## src/rtl/ofs_pkg.sv

```systemverilog
package ofs_pkg;
  localparam int unsigned LEN_W = 11;

  typedef struct packed {
    logic             proc;
    logic [LEN_W-1:0] len;
  } pkt_t;

  typedef enum logic [1:0] {
    DST_NONE  = 2'd0,
    DST_CHAIN = 2'd1,
    DST_CMP   = 2'd2,
    DST_RET   = 2'd3
  } dst_e;
endpackage

```

## src/rtl/ofs_fifo.sv

```systemverilog
module ofs_fifo #(
  parameter int unsigned DEPTH = 10,
  parameter int unsigned WIDTH = 12
) (
  input  logic             clk_i,
  input  logic             rst_ni,
  input  logic             push_i,
  input  logic [WIDTH-1:0] din_i,
  input  logic             pop_i,
  output logic [WIDTH-1:0] dout_o,
  output logic             empty_o,
  output logic             full_o
);
  localparam int unsigned PW = (DEPTH > 1) ? $clog2(DEPTH) : 1;
  localparam int unsigned CW = $clog2(DEPTH + 1);

  logic [WIDTH-1:0] mem_q [DEPTH];
  logic [PW-1:0]    wr_q, rd_q;
  logic [CW-1:0]    cnt_q;

  function automatic logic [PW-1:0] nxt(input logic [PW-1:0] p);
    return (p == PW'(DEPTH - 1)) ? '0 : p + PW'(1);
  endfunction

  assign empty_o = (cnt_q == '0);
  assign full_o  = (cnt_q == CW'(DEPTH));
  assign dout_o  = mem_q[rd_q];

  always_ff @(posedge clk_i or negedge rst_ni) begin
    if (!rst_ni) begin
      wr_q  <= '0;
      rd_q  <= '0;
      cnt_q <= '0;
    end else begin
      if (push_i) wr_q <= nxt(wr_q);
      if (pop_i)  rd_q <= nxt(rd_q);
      if (push_i && !pop_i)      cnt_q <= cnt_q + CW'(1);
      else if (pop_i && !push_i) cnt_q <= cnt_q - CW'(1);
    end
  end

  always_ff @(posedge clk_i) begin
    if (push_i) mem_q[wr_q] <= din_i;
  end

  a_r9_no_overflow: assert property (@(posedge clk_i) disable iff (!rst_ni)
    push_i |-> (!full_o || pop_i));
  a_r9_no_underflow: assert property (@(posedge clk_i) disable iff (!rst_ni)
    pop_i |-> !empty_o);
endmodule

```

## src/rtl/ofs_credit.sv

```systemverilog
module ofs_credit #(
  parameter int unsigned INIT = 1
) (
  input  logic clk_i,
  input  logic rst_ni,
  input  logic take_i,
  input  logic give_i,
  output logic avail_o
);
  localparam int unsigned CW = $clog2(INIT + 1);

  logic [CW-1:0] credit_q;

  assign avail_o = (credit_q != '0);

  always_ff @(posedge clk_i or negedge rst_ni) begin
    if (!rst_ni) begin
      credit_q <= CW'(INIT);
    end else if (take_i && !give_i) begin
      if (credit_q != '0) credit_q <= credit_q - CW'(1);
    end else if (give_i && !take_i) begin
      if (credit_q != CW'(INIT)) credit_q <= credit_q + CW'(1);
    end
  end

  a_r8_credit_bound: assert property (@(posedge clk_i) disable iff (!rst_ni)
    credit_q <= CW'(INIT));
  a_r3_take_needs_credit: assert property (@(posedge clk_i) disable iff (!rst_ni)
    take_i |-> credit_q != '0);
endmodule

```

## src/rtl/ofs_medium.sv

```systemverilog
module ofs_medium
  import ofs_pkg::*;
#(
  parameter int unsigned CPB = 1
) (
  input  logic             clk_i,
  input  logic             rst_ni,
  input  logic             in_avail_i,
  input  pkt_t             in_head_i,
  input  logic             ret_avail_i,
  input  logic [LEN_W-1:0] ret_len_i,
  input  logic             out_space_i,
  input  logic             cmp_space_i,
  input  logic             credit_avail_i,
  output logic             in_pop_o,
  output logic             ret_pop_o,
  output logic             take_credit_o,
  output logic             give_credit_o,
  output logic             out_push_o,
  output pkt_t             out_pkt_o,
  output logic             cmp_push_o,
  output logic [LEN_W-1:0] cmp_len_o
);
  localparam int unsigned DUR_W = LEN_W + $clog2(CPB + 1);

  dst_e             dst_q, sel;
  pkt_t             pkt_q, sel_pkt;
  logic [DUR_W-1:0] cnt_q, dur;
  logic             idle, last;

  assign idle = (dst_q == DST_NONE);
  assign last = !idle && (cnt_q == '0);

  always_comb begin
    sel     = DST_NONE;
    sel_pkt = in_head_i;
    if (idle) begin
      if (ret_avail_i && out_space_i) begin
        sel     = DST_RET;
        sel_pkt = '{proc: 1'b1, len: ret_len_i};
      end else if (in_avail_i) begin
        if (in_head_i.proc) begin
          if (out_space_i) sel = DST_CHAIN;
        end else if (credit_avail_i) begin
          if (cmp_space_i) sel = DST_CMP;
        end else if (out_space_i) begin
          sel = DST_CHAIN;
        end
      end
    end
  end

  always_comb begin
    dur = DUR_W'(sel_pkt.len) * DUR_W'(CPB);
    if (dur == '0) dur = DUR_W'(1);
  end

  assign in_pop_o      = (sel == DST_CHAIN) || (sel == DST_CMP);
  assign ret_pop_o     = (sel == DST_RET);
  assign take_credit_o = (sel == DST_CMP);
  assign out_push_o    = last && ((dst_q == DST_CHAIN) || (dst_q == DST_RET));
  assign give_credit_o = last && (dst_q == DST_RET);
  assign cmp_push_o    = last && (dst_q == DST_CMP);
  assign out_pkt_o     = pkt_q;
  assign cmp_len_o     = pkt_q.len;

  always_ff @(posedge clk_i or negedge rst_ni) begin
    if (!rst_ni) begin
      dst_q <= DST_NONE;
      pkt_q <= '0;
      cnt_q <= '0;
    end else if (idle) begin
      if (sel != DST_NONE) begin
        dst_q <= sel;
        pkt_q <= sel_pkt;
        cnt_q <= dur - DUR_W'(1);
      end
    end else if (last) begin
      dst_q <= DST_NONE;
    end else begin
      cnt_q <= cnt_q - DUR_W'(1);
    end
  end

  a_r7_no_preempt: assert property (@(posedge clk_i) disable iff (!rst_ni)
    (!idle && !last) |=> (dst_q == $past(dst_q)) && $stable(pkt_q));
  a_r6_ret_first: assert property (@(posedge clk_i) disable iff (!rst_ni)
    in_pop_o |-> !(ret_avail_i && out_space_i));
endmodule

```

## src/rtl/ofs_selector.sv

```systemverilog
module ofs_selector
  import ofs_pkg::*;
#(
  parameter int unsigned IN_DEPTH     = 10,
  parameter int unsigned OUT_DEPTH    = 10,
  parameter int unsigned CMP_DEPTH    = 1,
  parameter int unsigned INIT_CREDIT  = 1,
  parameter int unsigned CYC_PER_BYTE = 1,
  parameter int unsigned DROP_W       = 16
) (
  input  logic              clk_i,
  input  logic              rst_ni,
  input  logic              in_valid_i,
  input  logic              in_proc_i,
  input  logic [LEN_W-1:0]  in_len_i,
  input  logic              out_ready_i,
  output logic              out_valid_o,
  output logic              out_proc_o,
  output logic [LEN_W-1:0]  out_len_o,
  input  logic              req_ready_i,
  output logic              req_valid_o,
  output logic [LEN_W-1:0]  req_len_o,
  input  logic              ret_valid_i,
  output logic              ret_ready_o,
  input  logic [LEN_W-1:0]  ret_len_i,
  output logic [DROP_W-1:0] drop_count_o
);
  localparam int unsigned PKT_W = $bits(pkt_t);

  pkt_t             in_head, out_push_pkt, out_head;
  logic             in_empty, in_full, in_pop, in_push;
  logic             out_empty, out_full, out_push, out_pop;
  logic             req_empty, req_full, req_push, req_pop;
  logic             ret_empty, ret_full, ret_push, ret_pop;
  logic [LEN_W-1:0] cmp_len, ret_head;
  logic             credit_avail, take_credit, give_credit;
  logic [DROP_W-1:0] drop_q;

  assign in_push = in_valid_i && !in_full;

  ofs_fifo #(.DEPTH(IN_DEPTH), .WIDTH(PKT_W)) i_in_q (
    .clk_i, .rst_ni, .push_i(in_push), .din_i({in_proc_i, in_len_i}),
    .pop_i(in_pop), .dout_o(in_head), .empty_o(in_empty), .full_o(in_full));

  ofs_fifo #(.DEPTH(OUT_DEPTH), .WIDTH(PKT_W)) i_out_q (
    .clk_i, .rst_ni, .push_i(out_push), .din_i(out_push_pkt),
    .pop_i(out_pop), .dout_o(out_head), .empty_o(out_empty), .full_o(out_full));

  ofs_fifo #(.DEPTH(CMP_DEPTH), .WIDTH(LEN_W)) i_req_buf (
    .clk_i, .rst_ni, .push_i(req_push), .din_i(cmp_len),
    .pop_i(req_pop), .dout_o(req_len_o), .empty_o(req_empty), .full_o(req_full));

  ofs_fifo #(.DEPTH(CMP_DEPTH), .WIDTH(LEN_W)) i_ret_buf (
    .clk_i, .rst_ni, .push_i(ret_push), .din_i(ret_len_i),
    .pop_i(ret_pop), .dout_o(ret_head), .empty_o(ret_empty), .full_o(ret_full));

  ofs_credit #(.INIT(INIT_CREDIT)) i_credit (
    .clk_i, .rst_ni, .take_i(take_credit), .give_i(give_credit),
    .avail_o(credit_avail));

  ofs_medium #(.CPB(CYC_PER_BYTE)) i_medium (
    .clk_i, .rst_ni,
    .in_avail_i(!in_empty), .in_head_i(in_head),
    .ret_avail_i(!ret_empty), .ret_len_i(ret_head),
    .out_space_i(!out_full), .cmp_space_i(!req_full),
    .credit_avail_i(credit_avail),
    .in_pop_o(in_pop), .ret_pop_o(ret_pop),
    .take_credit_o(take_credit), .give_credit_o(give_credit),
    .out_push_o(out_push), .out_pkt_o(out_push_pkt),
    .cmp_push_o(req_push), .cmp_len_o(cmp_len));

  assign out_valid_o = !out_empty;
  assign out_proc_o  = out_head.proc;
  assign out_len_o   = out_head.len;
  assign out_pop     = out_valid_o && out_ready_i;

  assign req_valid_o = !req_empty;
  assign req_pop     = req_valid_o && req_ready_i;

  assign ret_ready_o = !ret_full;
  assign ret_push    = ret_valid_i && ret_ready_o;

  always_ff @(posedge clk_i or negedge rst_ni) begin
    if (!rst_ni)                  drop_q <= '0;
    else if (in_valid_i && in_full) drop_q <= drop_q + DROP_W'(1);
  end
  assign drop_count_o = drop_q;

  a_r2_drop_counts: assert property (@(posedge clk_i) disable iff (!rst_ni)
    (in_valid_i && in_full) |=> drop_count_o == $past(drop_count_o) + DROP_W'(1));
  a_r1_accept_no_drop: assert property (@(posedge clk_i) disable iff (!rst_ni)
    !(in_valid_i && in_full) |=> $stable(drop_count_o));
  a_r10_ret_single: assert property (@(posedge clk_i) disable iff (!rst_ni)
    (ret_push && !ret_pop) |=> !ret_ready_o);
endmodule

```

## config.mk

```make
export PLATFORM = sky130hd
export DESIGN_NAME = ofs_selector
export DESIGN_NICKNAME = d
export VERILOG_FILES = /design/src/rtl/ofs_pkg.sv /design/src/rtl/ofs_fifo.sv /design/src/rtl/ofs_credit.sv /design/src/rtl/ofs_medium.sv /design/src/rtl/ofs_selector.sv
export SDC_FILE = /design/constraint.sdc
export NUM_CORES = 1
export LEC_CHECK = 0
export BUFFER_PORTS_ARGS = -buffer_cell sky130_fd_sc_hd__buf_2
export CAP_MARGIN = 10
export CORE_AREA = 2 2 205 207
export DETAILED_ROUTE_END_ITERATION = 8
export DIE_AREA = 0 0 207 209
export PLACE_DENSITY_LB_ADDON = 0.25
export SETUP_SLACK_MARGIN = 0.05
export SKIP_CTS_REPAIR_TIMING = 1
export SLEW_MARGIN = 20
export SYNTH_ARGS = -nofsm -noshare
export SYNTH_HDL_FRONTEND = slang
export SYNTH_SLANG_ARGS = --single-unit
```

## constraint.sdc

```tcl
create_clock -name clk_i -period 7.4 [get_ports clk_i]
set_clock_uncertainty 0.15 [all_clocks]
set_input_delay 0.37 -clock clk_i [delete_from_list [all_inputs] [get_ports clk_i]]
set_output_delay 0.37 -clock clk_i [all_outputs]
set_load 0.02 [all_outputs]
```

==> results by group <==
Clocking
  • H-tree depth: 2
  • Clk_lat worst skew: 0.54 ns
  • Clk slew on worst S/H paths: 0.06 ns
  • CTS Buf Count: 37
  • # clock sinks: around 330
  • CTS tree: yes
  • CTS Buffer Depth: 3
  • Root Driver: clkbuf_16

STA
  • Hold WS: -0.0118 ns
  • Final setup fails: 0
  • Fin. Hold Viols: 20
  • RSZ-0062 raised after global routing: false
  • Period minus WS final: 4.33 ns
  • Final slew viol count: 0
  • Period utilization: 0.585
  • Slew HR: 0.313
  • Worst-Margin Slew: 1.03 ns
  • Fmax: 231 MHz
  • Post-route setup TNS: 0 ns

Layout
  • Most common cell after layout, fill and taps aside: edfxtp_1
  • Commonest non-fill, non-tap cells in the layout: edfxtp_1 (262), buf_2 (69), dfrtp_1 (66), nand2_1 (65), o21ai_0 (46)
  • Area Growth Syn to Fin: 17.7%
  • Layout Utilization: 0.392
  • Nets: 1027
  • Design Area, Final: 16200 um2
  • Layout cells sized above 1: 0.228
  • # fillers: 3834

Floorplanning
  • Full die area: 43300 um2
  • Core area: between 40000 and 50000 um2
  • FP Rows: between 70 and 80
  • Ports: 71
  • Die extent in x: 207 um
  • Initial Util: 0.333
  • Die Ht: 209 um

Drt
  • TritonRoute pass-1 iters: 6
  • Per-cell routed wire length: 19.0 um
  • Via Count: 7587
  • Vias/cell: 4.89
  • Number of remaining DRC errors: 0
  • Antenna viol nets, final: 0
  • Total Wirelength: 29.4 mm
  • 1st-iter DRT viols: approximately 500

GRT
  • Vias in the first global route: roughly 7600
  • Largest net degree at the start of global routing: 70
  • GR Util All Layers: 0.138
  • Wire length of the first global-routing pass: roughly 46 mm
  • Grt total ovfl: 0
  • Antenna violations before repair: 3

Power and ir drop
  • Leak Pwr: 5.74 nW
  • VDD IR-drop max: 161 uV
  • PD cells: 313 nW/um2

Placement
  • Routability cong.: 0.793
  • Area post-placement: 14800 um2
  • Buffers on Ports: 70
  • Detailed Place HPWL: 18.7 mm

Run status
  • Status: finished, violations left
  • Failing checks: hold timing

Synthesis
  • Post-Syn Area: 13800 um2
  • Yosys cell types: 64
  • Synth Net Count: approximately 920
  • Yosys reg bits: 331
  • Synth Area per Inst: 15.7 um2
  • Instance count of the mapped netlist: about 880
  • Ys flop type: edfxtp_1
  • Warnings, synthesis: 0
  • EDFF count, synth: 262
  • Synth async-reset ratio: 0.208
  • Seq/Total Area, Yosys: 0.697

Setup path
  • CP required: approximately 7.7 ns
  • Critical Path Start Type: register
  • Worst endpoint data arrival time: 4.60 ns
  • Crit-path max FO: 22
  • Crit end category: register
  • Crit Path Class: register to register

Min path
  • Hold WC Path Type: input pin to register

Run
  • Max-Cap Viols: 0
where the power goes:
group          leakage (nW)  switching, mW  internal, mW
registers              3.20          0.175          2.17
logic                  1.98          0.548         0.440
clock network         0.556          0.721          1.02
total                  5.74           1.44          3.63
worst max-delay path: stages, from the launching register on:
cell and delay (ns):
dfrtp_1 0.44, or4bb_1 0.61, nand2_1 0.58, nor2_1 0.30
a31oi_1 0.43, ha_1 0.37, inv_1 0.08, ha_1 0.17
inv_1 0.09, ha_1 0.28, a21o_1 0.18, a21oi_1 0.18
xnor2_1 0.14, nor2_1 0.06, xor2_1 0.14
kinds of logic after synthesis:
group	share of synthesized area
flops	0.697
mux	0.112
fa+ha+maj	0.0138
buf+inv	0.0189
simple gates	0.0725
xor+xnor	0.0235
compound gates	0.0619
final cells by class:
type,instances,area (um2),area share
antenna,2,5.00,0.000309
clock buffer,49,1030,0.0637
clock inverter,16,120,0.00741
inverter,17,63.8,0.00394
multi-input combinational,486,4000,0.247
sequential,331,9600,0.592
tap,539,674,0.0416
timing repair buffer,111,711,0.0439
cells in the mapped netlist, types with 7 or more instances:
master,number,share of area
nand3_1,20,0.0073
buf_2,7,0.0025
nand2_1,65,0.018
nor2b_1,19,0.0086
a21o_1,7,0.0038
mux2i_1,39,0.028
a21oi_1,37,0.013
mux2_2,14,0.011
clkbuf_1,24,0.0065
dfrtp_1,68,0.12
edfxtp_1,262,0.57
nor2_1,38,0.010
xor2_1,11,0.0070
ha_1,12,0.011
mux4_2,43,0.070
inv_1,15,0.0041
xnor2_1,26,0.017
a211oi_1,16,0.0087
nand2b_1,7,0.0032
nor3_1,17,0.0062
o21ai_0,47,0.017
registers in the layout, summed over array words and instances (netlist names):
register	cells
i_in_q.mem_q	120
i_out_q.mem_q	120
drop_count_o	16
i_medium.cnt_q	12
i_medium.cmp_len_o	11
i_req_buf.mem_q	11
i_ret_buf.mem_q	11
i_in_q.cnt_q	4
i_in_q.rd_q	4
i_in_q.wr_q	4
i_out_q.cnt_q	4
i_out_q.rd_q	4
i_out_q.wr_q	4
i_medium.dst_q	2
i_credit.avail_o	1
i_medium.out_pkt_o	1
i_req_buf.full_o	1
i_ret_buf.full_o	1
routing by layer:
metal	part of all wire	GRT usage	vias up
met2	0.46	0.216	145
met4	0.029	0.0537	2
li1	-	-	3575
met1	0.46	0.188	3813
met5	0.00044	0	-
met3	0.043	0.0299	52
path summary, 6_finish.rpt:
check | from | to | slack [ns] | cells after the start
setup / recovery | i_out_q.cnt_q[0] | i_in_q.cnt_q[3] | 3.07 | 14
hold / removal | in_len_i[10] | i_in_q.mem_q[6][10] | -0.01 | 1
setup reg to reg | i_out_q.cnt_q[0] | i_in_q.cnt_q[3] | 3.07 | 14
hold reg to reg | drop_count_o[15] | drop_count_o[15] | 0.32 | 1
max in group asynchronous | rst_ni | i_in_q.rd_q[0] | 6.04 | 2
min in group asynchronous | rst_ni | i_out_q.rd_q[3] | 0.34 | 2
metrics by stage:
stage          hold slack (ns)  setup slack [ns]  cells  total power [mW]
2_1_floorplan          -0.0756              3.36    876              3.06
3_3_place_gp             0.311              3.17   1464              3.38
5_1_grt              0.0000502              2.72   1549              5.34
4_1_cts                 -0.167              3.07   1529              5.15
6_report               -0.0118              3.07   1551              5.07
3_5_place_dp             0.311              3.11   1464              3.39
Power figures use the tool's default switching activity.
